[src/rtl/obc_pkg.sv]
package obc_pkg;

    localparam int OBC_DW      = 10;   // sample width
    localparam int OBC_LW      = 8;    // target code width
    localparam int OBC_FRAC    = 2;    // fractional bits of target and correction
    localparam int OBC_OFFW    = 14;   // signed correction width
    localparam int OBC_SHIFT   = 4;    // filter gain = 2^-SHIFT
    localparam int OBC_LVL_RST = 128;  // target code after reset

    typedef enum logic {
        MODE_STATIC = 1'b0,
        MODE_SERVO  = 1'b1
    } obc_mode_e;

    typedef struct packed {
        logic      vld;
        logic      win;
        obc_mode_e mode;
    } obc_ctl_t;

    function automatic int obc_max(input int a, input int b);
        return (a > b) ? a : b;
    endfunction

    // internal arithmetic width: room for the shifted sample, the correction and a guard
    function automatic int obc_calc_w(input int dw, input int frac, input int offw);
        return obc_max(dw + frac + 1, offw) + 2;
    endfunction

endpackage

[src/rtl/obc_level_reg.sv]
module obc_level_reg #(
    parameter int LW  = obc_pkg::OBC_LW,
    parameter int RST = obc_pkg::OBC_LVL_RST
) (
    input  logic          clk,
    input  logic          rst,
    input  logic          we,
    input  logic [LW-1:0] wdata,
    output logic [LW-1:0] lvl
);

    localparam logic [LW-1:0] RST_CODE = LW'(RST);

    always_ff @(posedge clk) begin
        if (rst) begin
            lvl <= RST_CODE;
        end else if (we) begin
            lvl <= wdata;
        end
    end

    AST_LVL_HOLD: assert property (@(posedge clk) disable iff (rst)
        !we |=> $stable(lvl));

endmodule

[src/rtl/obc_window.sv]
module obc_window
    import obc_pkg::*;
(
    input  logic     strobe_hi,
    input  logic     strobe,
    input  logic     loop_off,
    input  logic     vld,
    output obc_ctl_t ctl
);

    always_comb begin
        ctl.vld  = vld;
        ctl.win  = strobe_hi ? strobe : ~strobe;
        ctl.mode = loop_off ? MODE_STATIC : MODE_SERVO;
    end

endmodule

[src/rtl/obc_servo.sv]
module obc_servo
    import obc_pkg::*;
#(
    parameter int LW    = OBC_LW,
    parameter int OFFW  = OBC_OFFW,
    parameter int SHIFT = OBC_SHIFT,
    parameter int CW    = 16
) (
    input  logic                   clk,
    input  logic                   rst,
    input  obc_ctl_t               ctl,
    input  logic [LW-1:0]          lvl,
    input  logic signed [CW-1:0]   corr_q,
    output logic signed [OFFW-1:0] off_q
);

    localparam int CW1 = CW + 1;
    localparam logic signed [CW:0] OMAX = CW1'((1 <<< (OFFW - 1)) - 1);
    localparam logic signed [CW:0] OMIN = -OMAX - CW1'(1);

    logic signed [CW-1:0] tgt_q;
    logic signed [CW-1:0] err_q;
    logic signed [CW-1:0] step_q;
    logic signed [CW:0]   sum_q;
    logic                 upd;

    always_comb begin
        tgt_q  = {{(CW - LW){1'b0}}, lvl};
        err_q  = tgt_q - corr_q;
        step_q = err_q >>> SHIFT;
        sum_q  = {{(CW1 - OFFW){off_q[OFFW-1]}}, off_q} + {step_q[CW-1], step_q};
        upd    = ctl.vld && ctl.win && (ctl.mode == MODE_SERVO);
    end

    always_ff @(posedge clk) begin
        if (rst) begin
            off_q <= '0;
        end else if (upd) begin
            if (sum_q > OMAX) begin
                off_q <= OMAX[OFFW-1:0];
            end else if (sum_q < OMIN) begin
                off_q <= OMIN[OFFW-1:0];
            end else begin
                off_q <= sum_q[OFFW-1:0];
            end
        end
    end

    AST_OFF_FROZEN: assert property (@(posedge clk) disable iff (rst)
        !(ctl.vld && ctl.win) |=> $stable(off_q));

    AST_OFF_STATIC: assert property (@(posedge clk) disable iff (rst)
        (ctl.mode == MODE_STATIC) |=> $stable(off_q));

endmodule

[src/rtl/obc_correct.sv]
module obc_correct
    import obc_pkg::*;
#(
    parameter int DW   = OBC_DW,
    parameter int LW   = OBC_LW,
    parameter int FRAC = OBC_FRAC,
    parameter int OFFW = OBC_OFFW,
    parameter int CW   = 16
) (
    input  logic                   clk,
    input  logic                   rst,
    input  obc_ctl_t               ctl,
    input  logic [DW-1:0]          sample,
    input  logic [LW-1:0]          lvl,
    input  logic signed [OFFW-1:0] off_q,
    output logic signed [CW-1:0]   corr_q,
    output logic                   out_vld,
    output logic [DW-1:0]          out_data
);

    localparam logic signed [CW-1:0] MAXV = CW'((1 << DW) - 1);
    localparam logic signed [CW-1:0] MAXQ = CW'(((1 << DW) - 1) * (1 << FRAC));

    logic signed [CW-1:0] samp_q;
    logic signed [CW-1:0] add_q;
    logic signed [CW-1:0] whole_q;
    logic [DW-1:0]        sat_d;

    always_comb begin
        samp_q = {{(CW - DW - FRAC){1'b0}}, sample, {FRAC{1'b0}}};
        if (ctl.mode == MODE_SERVO) begin
            add_q = {{(CW - OFFW){off_q[OFFW-1]}}, off_q};
        end else begin
            add_q = {{(CW - LW){1'b0}}, lvl};
        end
        corr_q  = samp_q + add_q;
        whole_q = corr_q >>> FRAC;
        if (whole_q < 0) begin
            sat_d = '0;
        end else if (whole_q > MAXV) begin
            sat_d = '1;
        end else begin
            sat_d = whole_q[DW-1:0];
        end
    end

    always_ff @(posedge clk) begin
        if (rst) begin
            out_vld  <= 1'b0;
            out_data <= '0;
        end else begin
            out_vld <= ctl.vld;
            if (ctl.vld) begin
                out_data <= sat_d;
            end
        end
    end

    AST_IDLE_HOLD: assert property (@(posedge clk) disable iff (rst)
        !ctl.vld |=> ($stable(out_data) && !out_vld));

    AST_SAT_TOP: assert property (@(posedge clk) disable iff (rst)
        (ctl.vld && corr_q >= MAXQ) |=> (out_data == '1));

    AST_SAT_BOT: assert property (@(posedge clk) disable iff (rst)
        (ctl.vld && corr_q < 0) |=> (out_data == '0));

endmodule

[src/rtl/obc_clamp_loop.sv]
module obc_clamp_loop
    import obc_pkg::*;
#(
    parameter int DW    = OBC_DW,
    parameter int LW    = OBC_LW,
    parameter int FRAC  = OBC_FRAC,
    parameter int OFFW  = OBC_OFFW,
    parameter int SHIFT = OBC_SHIFT,
    parameter int LRST  = OBC_LVL_RST
) (
    input  logic          clk,
    input  logic          rst,
    input  logic          lvl_we,
    input  logic [LW-1:0] lvl_wdata,
    input  logic          loop_off,
    input  logic          strobe_hi,
    input  logic          ob_strobe,
    input  logic          sample_vld,
    input  logic [DW-1:0] sample,
    output logic          out_vld,
    output logic [DW-1:0] out_data
);

    localparam int CW = obc_calc_w(DW, FRAC, OFFW);

    obc_ctl_t               ctl;
    logic [LW-1:0]          lvl;
    logic signed [OFFW-1:0] off_q;
    logic signed [CW-1:0]   corr_q;

    obc_level_reg #(.LW(LW), .RST(LRST)) u_lvl (
        .clk   (clk),
        .rst   (rst),
        .we    (lvl_we),
        .wdata (lvl_wdata),
        .lvl   (lvl)
    );

    obc_window u_win (
        .strobe_hi (strobe_hi),
        .strobe    (ob_strobe),
        .loop_off  (loop_off),
        .vld       (sample_vld),
        .ctl       (ctl)
    );

    obc_servo #(.LW(LW), .OFFW(OFFW), .SHIFT(SHIFT), .CW(CW)) u_servo (
        .clk    (clk),
        .rst    (rst),
        .ctl    (ctl),
        .lvl    (lvl),
        .corr_q (corr_q),
        .off_q  (off_q)
    );

    obc_correct #(.DW(DW), .LW(LW), .FRAC(FRAC), .OFFW(OFFW), .CW(CW)) u_corr (
        .clk      (clk),
        .rst      (rst),
        .ctl      (ctl),
        .sample   (sample),
        .lvl      (lvl),
        .off_q    (off_q),
        .corr_q   (corr_q),
        .out_vld  (out_vld),
        .out_data (out_data)
    );

endmodule

[config.mk]
export PLATFORM = sky130hd
export DESIGN_NAME = obc_clamp_loop
export DESIGN_NICKNAME = d
export VERILOG_FILES = /design/src/rtl/obc_pkg.sv /design/src/rtl/obc_level_reg.sv /design/src/rtl/obc_window.sv /design/src/rtl/obc_servo.sv /design/src/rtl/obc_correct.sv /design/src/rtl/obc_clamp_loop.sv
export SDC_FILE = /design/constraint.sdc
export NUM_CORES = 1
export LEC_CHECK = 0
export BUFFER_PORTS_ARGS = -buffer_cell sky130_fd_sc_hd__buf_4
export CAP_MARGIN = 20
export CORE_UTILIZATION = 59
export CTS_CLUSTER_SIZE = 40
export DETAILED_ROUTE_END_ITERATION = 7
export HOLD_SLACK_MARGIN = 0.12
export PLACE_DENSITY = 0.81
export REMOVE_ABC_BUFFERS = 1
export SETUP_SLACK_MARGIN = 0.2
export SYNTH_ARGS = -nofsm -noshare
export SYNTH_HDL_FRONTEND = slang
export SYNTH_SLANG_ARGS = --single-unit
[constraint.sdc]
create_clock -name clk -period 8.7 [get_ports clk]
set_clock_uncertainty 0.2 [all_clocks]
set_input_delay 0 -clock clk [delete_from_list [all_inputs] [get_ports clk]]
set_output_delay 0 -clock clk [all_outputs]
set_load 0.02 [all_outputs]
== After elaboration in Yosys (flattened, before gate mapping) ==
Index checks and enable logic that the tools add are counted.
Storage, ports and cells
  register bits after elaboration: 33
  logic and storage cells: 21
Operators by class
  add/subtract/negate cells: 3
  order comparisons: 4
  muxes and demuxes: 7
  bitwise gates (word level): 1
  reduce and logical (&&, ||, !) cells: 2
Operator list (count)
  $mux 14: 2
  $mux 10: 2
  $gt 17x14->1 const B: 1
  $lt 17x14->1 const B: 1
  $add 13x16->16: 1
  $mux 16: 1
  $sub 9x16->16: 1
  $add 14x12->15: 1
  $gt 14x11->1 const B: 1
  $lt 14x1->1 const B: 1
  $logic_and 1x1->1: 2
  $mux 1: 2
  $not 1->1: 1

== Logic depth before layout (Yosys ltp) ==
  depth in word-level cells: 7
  depth in mapped cells: 28

== Hierarchy ==
Synthesis repeated with hierarchy kept, for this count alone.
Unflattened totals
  cell total of the unflattened synthesis: 389
  area, all modules: 3275.6 sq um
Modules (own cells, without submodules)
  obc_servo: instances 1, cells an instance 212, area an instance 1770.4 sq um, seq. area each 280.3 sq um
  obc_correct: instances 1, cells an instance 148, area an instance 1194.9 sq um, seq. area each 220.2 sq um
  obc_level_reg: instances 1, cells an instance 26, area an instance 290.3 sq um, seq. area each 160.2 sq um
  obc_window: instances 1, cells an instance 3, area an instance 20.0 sq um, seq. area each 0.0 sq um

== Least setup slack after synthesis ==
OpenSTA, ideal clock, no wires.
  path kind: input port to flip-flop
  start point: in loop_off
  end point: reg u_servo.off_q[10]
  arrival: 5.872 ns
  path slack: 2.490 ns
  stages on the path: 25
  path buffers: 3
  path through: clkbuf_1 -> clkbuf_1 -> mux2_2 -> ha_1 -> and3_1 -> a2111oi_0 -> xor2_1 -> ha_1 -> nand2_1 -> nor3_1 -> a211oi_1 -> a221o_1 -> nor4_4 -> a21boi_1 -> o22ai_1 -> a211o_1 -> ha_1 -> a21o_1 -> a21oi_1 -> o41ai_1 -> and3_1 -> o22ai_1 -> clkbuf_1 -> maj3_1 -> a211oi_1
Between the ends
  longest elaborated chain between the ends: 7
  elaborated cells on any way between the ends: 10
Ends and longest elaborated chain
  start: declaration: RTL line obc_clamp_loop.sv:15  | input logic loop_off,
  $mux 16: RTL line obc_correct.sv:31  | if (ctl.mode == MODE_SERVO) begin
  $add 13x16->16: RTL line obc_correct.sv:36  | corr_q = samp_q + add_q;
  $sub 9x16->16: RTL line obc_servo.sv:29  | err_q = tgt_q - corr_q;
  $add 14x12->15: RTL line obc_servo.sv:31  | sum_q = {{(CW1 - OFFW){off_q[OFFW-1]}}, off_q} + {step_q[CW-1], step_q};
  $lt 17x14->1: RTL line obc_servo.sv:41  | end else if (sum_q < OMIN) begin
  $mux 14: RTL line obc_servo.sv:41
  $mux 14: RTL line obc_servo.sv:39  | if (sum_q > OMAX) begin
  end signal: assignment: RTL line obc_servo.sv:40  | off_q <= OMAX[OFFW-1:0];
  end signal: assignment: RTL line obc_servo.sv:42  | off_q <= OMIN[OFFW-1:0];
  end signal: assignment: RTL line obc_servo.sv:44  | off_q <= sum_q[OFFW-1:0];
  end: declaration: RTL line obc_servo.sv:14  | output logic signed [OFFW-1:0] off_q
Several ways; a longest one is shown, not always the timed one.
A chain may end at the register's enable or synchronous reset.

== Final worst setup path ==
  start point: reg u_servo.off_q[5]
  end point: reg u_servo.off_q[1]
Between the ends
  longest elaborated chain between the ends: 7
  elaborated cells on any way between the ends: 8
Ends and longest elaborated chain (RTL line)
  $mux 16: obc_correct.sv:31
  $add 13x16->16: obc_correct.sv:36
  $sub 9x16->16: obc_servo.sv:29
  $add 14x12->15 (*): obc_servo.sv:31
  $lt 17x14->1: obc_servo.sv:41
  $mux 14: obc_servo.sv:41
  $mux 14 (*): obc_servo.sv:39
Mark *: on every way between the ends. The rest lies on a longest branch, timed or not.

==> reports/qor.csv <==
metric;value;unit
Slew Viols, Final;0;
crit path capture type;flop;
Max FO, Critical Path;13;
dpl ws;1.89;ns
PostCTS Resize Cnt;0;
PwrDens;190;mW/mm^2
final hold viol count;0;
Post-synth EDFFs;0;
core area;0.00479;mm^2
Die X;72.8;um
cts bufs inserted;5;
vias in the first global route;2827;
Die ar.;0.00530;mm^2
Final WS setup;1.86;ns
CP Data Required Time;8.63;ns
Seq/Total Area, Yosys;22.3;%
Internal Power;0.426;mW
initial antenna violation count;0;
Synth top area share;22.3;%
most common cell after layout, fill and taps aside;nor2_1;
gpl congestion;0.851;
syn avg cell area;8.38;um^2
fmax;146;MHz
post-CTS setup buffers;0;
r2r setup slk;1.86;ns
asr flop ratio synth;0;%
hold path cells;4;
DR pass1 iterations;5;
CTS tree;built;
share of cells above drive strength 1;15.3;%
number of primary I/O pins;36;
Nets;471;
Post-route DRC;0;
post-route ant nets;0;
Pleak;1.58;nW
Area growth syn-to-layout;24.2;%
most frequent cells in the layout;38 x nor2_1, 36 x buf_4, 33 x ha_1, 33 x dfxtp_1, 30 x dlygate4sd3_1;
DRC violation total after the first TritonRoute iteration;174;
startpoint types;flop;
CTS Buffer Depth;2;
Yosys top cell by area;dfxtp_1;
H-tree levels;2;
All-Layer GR Usage;31.8;%
fin crit share;78.6;%
Clk pwr share;22.5;%
CTS Sinks;33;
setup TNS;0;ns
clock-pin slew on the worst setup and hold paths;0.08;ns
first-pass GRT wire length;13.0;mm
WL final;8.10;mm
total number of vias;2965;
Setup CP Type;flop to flop;
Vias/cell;6.19;
Distinct cells, synth;56;
Sequential Power Share;25.3;%
pin count of the biggest net entering global routing;28;
setup violators final;0;
worst-case reg-to-reg path depth;23;
RSZ-0062 raised after global routing;false;
switching power;0.271;mW
hold crit path type;input port to flop;
floorplan row count;25;
register bit total from synthesis;33;
clk_lat worst skew;0.30;ns
post-synthesis cell count;353;
total of max-cap violations;0;
ys flop type;dfxtp_1;
ant diodes;0;
combinational share of power;52.2;%
status;finished clean;
sw frac;38.9;%
DP HPWL;5.22;mm
crit path DAT;6.77;ns
Slew headroom;27.2;%
DIE HEIGHT;72.8;um
WL per Instance;16.9;um
Area contributors post-synth;dfxtp_1 22%, ha_1 14%, nor2_1 4.8%;
GRT overflow;0;
starting density of the core;61.8;%
# port buffers;35;
clock root buffer;clkbuf_8;
Cell Area, Synth;0.00296;mm^2
worst slew pin tran;1.09;ns
maximum VDD drop;0.000111;V
Min Clock Period, post-route;6.84;ns
yosys warns;0;
cts-stage hold buffer count;30;
## cells in the mapped netlist (2+ instances only)
| cell | number |
|---|---|
| maj3_1 | 13 |
| nand2_1 | 19 |
| o21bai_1 | 2 |
| nand3_1 | 7 |
| nor2_1 | 38 |
| ha_1 | 33 |
| fa_1 | 2 |
| a21o_1 | 5 |
| or2_2 | 2 |
| or3_1 | 3 |
| xor2_1 | 12 |
| a31oi_1 | 9 |
| o221a_2 | 4 |
| o22ai_1 | 3 |
| inv_1 | 9 |
| o21ai_0 | 16 |
| and3_1 | 5 |
| a211o_1 | 3 |
| clkbuf_1 | 15 |
| dfxtp_1 | 33 |
| and2_1 | 2 |
| mux2i_1 | 10 |
| a21oi_1 | 15 |
| o21a_1 | 4 |
| nor3_1 | 12 |
| nor2b_1 | 11 |
| nand2b_1 | 3 |
| a211oi_1 | 16 |
| and2_2 | 2 |
| mux2_2 | 7 |
| xnor2_1 | 13 |
## sequential cells by signal, summed over array words and instances, names as in the netlist
signal,count
u_corr.out_vld,1
u_corr.out_data,10
u_servo.off_q,14
u_lvl.lvl,8
## path summary, 6_finish.rpt
path	startpoint	to
max	u_servo.off_q[5]	u_servo.off_q[1]
min	sample[5]	u_corr.out_data[5]
max reg2reg	u_servo.off_q[5]	u_servo.off_q[1]
min reg2reg	u_corr.out_data[9]	u_corr.out_data[9]
## worst max-delay path, stage by stage (launching register included)
cell       delay, ns
dfxtp_1         0.35
mux2_2          0.27
ha_1            0.35
and3_1          0.22
a2111oi_0       0.56
xor2_1          0.18
ha_1            0.38
nand2_1         0.06
nor3_1          0.20
a211oi_1        0.16
a221o_1         0.38
nor4_4          0.51
a21boi_1        0.24
o22ai_1         0.10
a211o_1         0.34
ha_1            0.25
a21oi_1         0.16
nor2b_1         0.06
o21ai_0         0.14
nand2b_1        0.08
a31oi_1         0.17
xor2_1          0.87
maj3_1          0.35
a211oi_1        0.07
## layer usage
layer / vias up / track usage (%) / share of wire [%]
met2: 131 / 53.1 / 47
met1: 1368 / 39.9 / 44
met4: 0 / 17.2 / 3.4
met3: 34 / 3.87 / 6.2
li1: 1432 / - / -
met5: - / 0 / 0
## power groups by stage
stage | logic (mW) | registers (mW) | clock network [mW]
after global routing | 0.401 | 0.178 | 0.162
after global placement | 0.329 | 0.178 | 0
after floorplan | 0.256 | 0.182 | 0
after detailed placement | 0.336 | 0.179 | 0
final | 0.363 | 0.176 | 0.157
after CTS | 0.352 | 0.176 | 0.156
## per-stage QoR
stage	instances	area, um^2	power (mW)	util [%]	hold WS, ns
after global placement	440	3250	0.507	67.8	0.00756
after floorplan	338	2900	0.438	-	-0.128
after detailed placement	440	3250	0.515	67.8	0.0126
after CTS	478	3660	0.684	76.5	0.128
final	479	3670	0.696	76.7	0.139
after global routing	479	3670	0.741	76.7	0.169
## cells by family after synthesis
family / synth area share, %
xor gates and xnor gates: 7.41
muxes: 6.05
DFF: 22.3
and+or+nand+nor: 18.2
AOI/OAI and AO/OA: 23.2
buffers and inverters: 3.05
adders and majority gates: 19.7
## area by class of cell
class                   count  area [um^2]
clock buffers               7         86.3
clock inverters             1         30.0
fillers                   345         1110
inverters                   9         33.8
multi-input cells         296         2210
flip-flops and latches     33          661
well taps                  67         83.8
repair buffers             66          571
(Power assumes the default switching activity.)
